$ cat src/rtl/bnpc_pkg.sv
package bnpc_pkg;
  typedef enum logic [3:0] {
    CF_SEQ      = 4'd0,
    CF_EQ       = 4'd1,
    CF_NE       = 4'd2,
    CF_GEZ      = 4'd3,
    CF_GTZ      = 4'd4,
    CF_LEZ      = 4'd5,
    CF_LTZ      = 4'd6,
    CF_GEZ_LNK  = 4'd7,
    CF_LTZ_LNK  = 4'd8,
    CF_JIMM     = 4'd9,
    CF_JIMM_LNK = 4'd10,
    CF_JREG     = 4'd11,
    CF_JREG_LNK = 4'd12
  } cf_op_e;

  localparam int unsigned CF_OP_W = 4;
endpackage

$ cat src/rtl/bnpc_cond.sv
module bnpc_cond
  import bnpc_pkg::*;
#(
  parameter int unsigned DATA_W = 64
) (
  input  cf_op_e            op,
  input  logic [DATA_W-1:0] opa,
  input  logic [DATA_W-1:0] opb,
  output logic              is_cond,
  output logic              hit
);
  logic same, sgn, zro;

  assign same = (opa == opb);
  assign sgn  = opa[DATA_W-1];
  assign zro  = (opa == '0);

  always_comb begin
    is_cond = 1'b1;
    hit     = 1'b0;
    unique case (op)
      CF_EQ:                  hit = same;
      CF_NE:                  hit = !same;
      CF_GEZ, CF_GEZ_LNK:     hit = !sgn;
      CF_GTZ:                 hit = !sgn && !zro;
      CF_LEZ:                 hit = sgn || zro;
      CF_LTZ, CF_LTZ_LNK:     hit = sgn;
      default:                is_cond = 1'b0;
    endcase
  end
endmodule

$ cat src/rtl/bnpc_target.sv
module bnpc_target #(
  parameter int unsigned PC_W   = 32,
  parameter int unsigned OFF_W  = 16,
  parameter int unsigned JIDX_W = 26
) (
  input  logic [PC_W-1:0]   pc,
  input  logic [OFF_W-1:0]  off,
  input  logic [JIDX_W-1:0] jidx,
  output logic [PC_W-1:0]   seq4,
  output logic [PC_W-1:0]   seq8,
  output logic [PC_W-1:0]   br_tgt,
  output logic [PC_W-1:0]   jmp_tgt
);
  localparam int unsigned EXT_W  = PC_W - OFF_W - 2;
  localparam int unsigned HIGH_W = PC_W - JIDX_W - 2;

  logic [PC_W-1:0] disp;

  assign seq4 = pc + PC_W'(4);
  assign seq8 = pc + PC_W'(8);

  generate
    if (EXT_W > 0) begin : g_ext
      assign disp = {{EXT_W{off[OFF_W-1]}}, off, 2'b00};
    end else begin : g_trunc
      assign disp = PC_W'({off, 2'b00});
    end
  endgenerate

  assign br_tgt  = seq4 + disp;
  assign jmp_tgt = {seq4[PC_W-1 -: HIGH_W], jidx, 2'b00};
endmodule

$ cat src/rtl/bnpc_unit.sv
module bnpc_unit
  import bnpc_pkg::*;
#(
  parameter int unsigned PC_W     = 32,
  parameter int unsigned DATA_W   = 64,
  parameter int unsigned OFF_W    = 16,
  parameter int unsigned JIDX_W   = 26,
  parameter int unsigned REG_W    = 5,
  parameter int unsigned LINK_REG = 31
) (
  input  logic              clk,
  input  logic              rst,
  input  logic              in_valid,
  input  logic [PC_W-1:0]   in_pc,
  input  logic [3:0]        in_op,
  input  logic              in_likely,
  input  logic [OFF_W-1:0]  in_off,
  input  logic [JIDX_W-1:0] in_jidx,
  input  logic [DATA_W-1:0] in_opa,
  input  logic [DATA_W-1:0] in_opb,
  input  logic [REG_W-1:0]  in_rd,
  output logic              out_valid,
  output logic [PC_W-1:0]   out_next_pc,
  output logic              out_taken,
  output logic              out_annul,
  output logic              out_link_we,
  output logic [REG_W-1:0]  out_link_idx,
  output logic [PC_W-1:0]   out_link_addr
);
  localparam logic [REG_W-1:0] LNK_IDX = REG_W'(LINK_REG);

  cf_op_e          op;
  logic            is_cond, hit;
  logic [PC_W-1:0] seq4, seq8, br_tgt, jmp_tgt;

  logic            nx_taken, nx_annul, nx_lwe;
  logic [REG_W-1:0] nx_lidx;
  logic [PC_W-1:0] nx_pc;

  assign op = cf_op_e'(in_op);

  bnpc_cond #(.DATA_W(DATA_W)) u_cond (
    .op      (op),
    .opa     (in_opa),
    .opb     (in_opb),
    .is_cond (is_cond),
    .hit     (hit)
  );

  bnpc_target #(.PC_W(PC_W), .OFF_W(OFF_W), .JIDX_W(JIDX_W)) u_tgt (
    .pc      (in_pc),
    .off     (in_off),
    .jidx    (in_jidx),
    .seq4    (seq4),
    .seq8    (seq8),
    .br_tgt  (br_tgt),
    .jmp_tgt (jmp_tgt)
  );

  always_comb begin
    nx_taken = 1'b0;
    nx_annul = 1'b0;
    nx_lwe   = 1'b0;
    nx_lidx  = '0;
    nx_pc    = seq4;
    if (is_cond) begin
      nx_taken = hit;
      nx_pc    = hit ? br_tgt : seq8;
      nx_annul = in_likely && !hit;
      if (op == CF_GEZ_LNK || op == CF_LTZ_LNK) begin
        nx_lwe  = 1'b1;
        nx_lidx = LNK_IDX;
      end
    end else begin
      unique case (op)
        CF_JIMM: begin
          nx_taken = 1'b1;
          nx_pc    = jmp_tgt;
        end
        CF_JIMM_LNK: begin
          nx_taken = 1'b1;
          nx_pc    = jmp_tgt;
          nx_lwe   = 1'b1;
          nx_lidx  = LNK_IDX;
        end
        CF_JREG: begin
          nx_taken = 1'b1;
          nx_pc    = in_opa[PC_W-1:0];
        end
        CF_JREG_LNK: begin
          nx_taken = 1'b1;
          nx_pc    = in_opa[PC_W-1:0];
          nx_lwe   = (in_rd != '0);
          nx_lidx  = (in_rd != '0) ? in_rd : '0;
        end
        default: nx_pc = seq4;
      endcase
    end
  end

  always_ff @(posedge clk) begin
    if (rst) begin
      out_valid     <= 1'b0;
      out_next_pc   <= '0;
      out_taken     <= 1'b0;
      out_annul     <= 1'b0;
      out_link_we   <= 1'b0;
      out_link_idx  <= '0;
      out_link_addr <= '0;
    end else if (in_valid) begin
      out_valid     <= 1'b1;
      out_next_pc   <= nx_pc;
      out_taken     <= nx_taken;
      out_annul     <= nx_annul;
      out_link_we   <= nx_lwe;
      out_link_idx  <= nx_lidx;
      out_link_addr <= nx_lwe ? seq8 : '0;
    end else begin
      out_valid     <= 1'b0;
      out_taken     <= 1'b0;
      out_annul     <= 1'b0;
      out_link_we   <= 1'b0;
      out_link_idx  <= '0;
      out_link_addr <= '0;
    end
  end
endmodule

$ cat config.mk
export PLATFORM = sky130hd
export DESIGN_NAME = bnpc_unit
export DESIGN_NICKNAME = d
export VERILOG_FILES = /design/src/rtl/bnpc_pkg.sv /design/src/rtl/bnpc_cond.sv /design/src/rtl/bnpc_target.sv /design/src/rtl/bnpc_unit.sv
export SDC_FILE = /design/constraint.sdc
export NUM_CORES = 1
export LEC_CHECK = 0
export ABC_AREA = 1
export BUFFER_PORTS_ARGS = -buffer_cell sky130_fd_sc_hd__buf_2
export CAP_MARGIN = 10
export CELL_PAD_IN_SITES_DETAIL_PLACEMENT = 1
export CELL_PAD_IN_SITES_GLOBAL_PLACEMENT = 2
export CORE_ASPECT_RATIO = 0.7
export CORE_UTILIZATION = 26
export CTS_CLUSTER_DIAMETER = 100
export DETAILED_ROUTE_END_ITERATION = 8
export GPL_ROUTABILITY_DRIVEN = 0
export GPL_TIMING_DRIVEN = 0
export HOLD_SLACK_MARGIN = 0.12
export PLACE_DENSITY_LB_ADDON = 0.1
export SYNTH_ARGS = -nofsm -noshare
export SYNTH_HDL_FRONTEND = slang
export SYNTH_SLANG_ARGS = --single-unit
$ cat constraint.sdc
create_clock -name clk -period 6.7 [get_ports clk]
set_input_delay 0.67 -clock clk [delete_from_list [all_inputs] [get_ports clk]]
set_output_delay 0.67 -clock clk [all_outputs]
set_load 0.03 [all_outputs]
==> summary.txt <==
Drt
  – TritonRoute pass-1 iters: 5
  – DRT antenna net count: 0
  – Routed wire length: 41300 um
  – Vias per inst: 4.76
  – DRC violations left: 0
  – DR vias: 10200
  – Routed len/inst: 19.3 um
  – DRT iter0 DRCs: 635

Worst setup path
  – Critical R2R Capture: out_next_pc[10]$_SDFFE_PP0P_
  – Startpoint types: input pin
  – CP max FO: 5
  – Worst R2R Path Depth: 2
  – Worst R2R Setup Slack: 5.96 ns
  – Crit path kind: input pin to flip-flop
  – Reg-to-reg startpoint: out_next_pc[10]$_SDFFE_PP0P_
  – Worst Path Required: 6.92 ns
  – CP Capture Point: out_next_pc[28]$_SDFFE_PP0P_
  – CP arrival: 4.53 ns
  – CP Launch Point: in_pc[3]
  – CP Capture Type: flip-flop

STA
  – TNS Setup: 0 ns
  – Unrepaired setup endpoints after global routing: no
  – Relative slew slack: 0.547
  – Clock skew: 0 ns
  – Period utilization: 0.644
  – Worst hold slack: 0.467 ns
  – Minimum clock period: 4.31 ns
  – Final Setup Violations: 0
  – Hold Violations, Final: 0
  – Achievable frequency: 0.232 GHz
  – Least-Margin Pin Slew: 0.674 ns
  – Slew Limit Fails: 0

Placement
  – I/O Buffers: 286
  – Detailed Place HPWL: 36000 um
  – Post-DP Area: 9860 um^2

CTS
  – Clock root buffer: clkbuf_16
  – H-tree lvl count: 3
  – Total clock sinks: 73
  – Cts bufs inserted: 9
  – Clock buffer depth: 2
  – CTS tree: built
  – Hold_buf cts: 0
  – Reg clk slew, reported paths: 0.07 ns
  – Post-cts sizing count: 0
  – Postcts setup bufs: 0
  – Insertion delay to the later sink of the worst-skew pair: 0.36 ns

Worst hold path
  – Min-Delay Path Class: flip-flop to flip-flop

Synth
  – Register bit total from synthesis: 73
  – Sequential area share after synthesis: 0.185
  – Top post-synthesis cells by area: nand2_1 (21%), dfxtp_1 (18%), nor2_1 (11%)
  – Mapped Area: 7910 um^2
  – Synth Net Count: 1677
  – Syn_area_per_cell: 5.56 um^2
  – Synth top area share: 0.208
  – Syn. warnings: 0
  – Fraction of registers with async set/reset: 0
  – Yosys top cell by area: nand2_1
  – Top-count cell post-synth: nand2_1
  – Synth Instances: 1424
  – Ys flop type: dfxtp_1
  – Post-synth EDFFs: 0
  – Yosys cell types: 46
  – Post-synth top cells: nand2_1 (439), nor2_1 (241), inv_1 (192), a21oi_1 (94), nand3_1 (88)

Power and ir drop
  – Sw frac: 0.430
  – Sequential share of power: 0.287
  – Cell Pwr Density: 161 nW/um^2
  – Worst VDD drop: 0.0970 mV
  – Pwr Total: 1.63 mW
  – Clk pwr share: 0.298
  – Leakage power: 5.58 nW
  – Pint: 0.931 mW
  – Comb power frac: 0.415
  – Switching power: 0.702 mW

GRT
  – Antenna violations before repair: 3
  – Total track usage: 0.260
  – First-pass GRT wire length: 59900 um
  – Number of global-route vias before repair: 9934
  – Largest net degree at the start of global routing: 22
  – Gr ovfl total: 0

Final layout
  – Layout Area Growth over Synthesis: 28.2%
  – Share of cells above drive strength 1: 0.206
  – Finished Cell Area: 10100 um^2
  – Layout Utilization: 0.339
  – Fin nets: 1974

Die
  – Core Area: 30000 um^2
  – Starting Density: 0.264
  – DIE AREA: 31200 um^2
  – Std cell rows: 53
  – Die Y-Extent: 148 um
  – I/O pins: 288
  – Die width: 211 um

Outcome
  – Status: finished clean

Run
  – MaxCap Viol Count: 0
-- cell families after synthesis --
family,after synthesis,share of synthesized area
simple gates,827,0.432
buf+inv,238,0.118
compound gates,177,0.125
flops,73,0.185
xor+xnor,71,0.0786
fa+ha+maj,38,0.0610
-- per-stage QoR --
step	worst slack, ns	instances
after floorplan	3.63	1424
after global placement	2.29	2122
after detailed placement	2.31	2122
after CTS	2.68	2138
after global routing	2.29	2138
final	2.39	2139
-- cell type report --
type,count,area [um^2]
fillers,4170,19800
diodes,1,2.50
repair buffers,286,1430
plain buffers,29,150
flip-flops and latches,73,1460
clock buffers,9,225
multi-input cells,1113,5520
clock inverters,7,60.1
inverters,209,785
well taps,412,515
-- worst min-delay path by stage --
stage,start,to,slack (ns),cells after the start
6_report,out_next_pc[16]$_SDFFE_PP0P_,out_next_pc[16]$_SDFFE_PP0P_,0.47,2
4_1_cts,out_next_pc[13]$_SDFFE_PP0P_,out_next_pc[13]$_SDFFE_PP0P_,0.47,2
2_1_floorplan,out_next_pc[11]$_SDFFE_PP0P_,out_next_pc[11]$_SDFFE_PP0P_,0.59,2
5_1_grt,out_next_pc[27]$_SDFFE_PP0P_,out_next_pc[27]$_SDFFE_PP0P_,0.49,2
3_5_place_dp,out_next_pc[6]$_SDFFE_PP0P_,out_next_pc[6]$_SDFFE_PP0P_,0.46,2
3_3_place_gp,out_next_pc[16]$_SDFFE_PP0P_,out_next_pc[16]$_SDFFE_PP0P_,0.45,2
-- sequential cells by signal (all words and copies together), names as in the netlist --
signal / count
out_link_addr: 32
out_next_pc: 32
out_link_idx: 5
out_annul: 1
out_link_we: 1
out_taken: 1
out_valid: 1
-- per-layer routing --
metal	global-route usage	vias to the layer above	wire length, um	part of all wire
met4	0.0609	6	772	0.019
met1	0.374	4734	20400	0.49
met3	0.0733	41	3340	0.081
met2	0.378	335	16700	0.40
met5	0	-	39	0.00095
li1	-	5067	-	-
-- power groups by stage --
stage	combinational [mW]	sequential, mW	clock (mW)
finish	0.678	0.468	0.486
global placement	0.658	0.478	0
global route	0.737	0.471	0.513
CTS	0.668	0.468	0.497
floorplan	0.338	0.522	0
detailed placement	0.665	0.478	0
-- layout by cell type, fill, tap and decap left out, drive strengths merged, types with 2 or more instances in the layout --
cell type and n:
a21o 4, a221oi 12, o21bai 2, xnor2 12, buf 300, nor2 252
nand2 446, inv 209, nand3b 2, nand4 10, nor4 5, ha 37
a31oi 13, nand3 90, nor3 17, clkinvlp 3, clkinv 4, clkbuf 24
xor2 59, a21oi 95, o211ai 6, o21ai 42, dfxtp 73
-- worst max-delay path, cell delays in order --
cell and delay (ns):
buf_2 0.20, ha_1 0.28, nand3_2 0.17, xnor2_1 0.58, inv_1 0.14, a21oi_1 0.58
ha_1 0.40, nand2_1 0.09, nand2_1 0.07, a21oi_1 0.30, o21bai_1 0.22, nand3_1 0.16
nand2_1 0.06, nand2_1 0.05, nand2_1 0.06, nand2_1 0.09, nand3_1 0.17, nand2_1 0.14
a21oi_1 0.07
No activity file was read; power rests on OpenSTA's default activity.
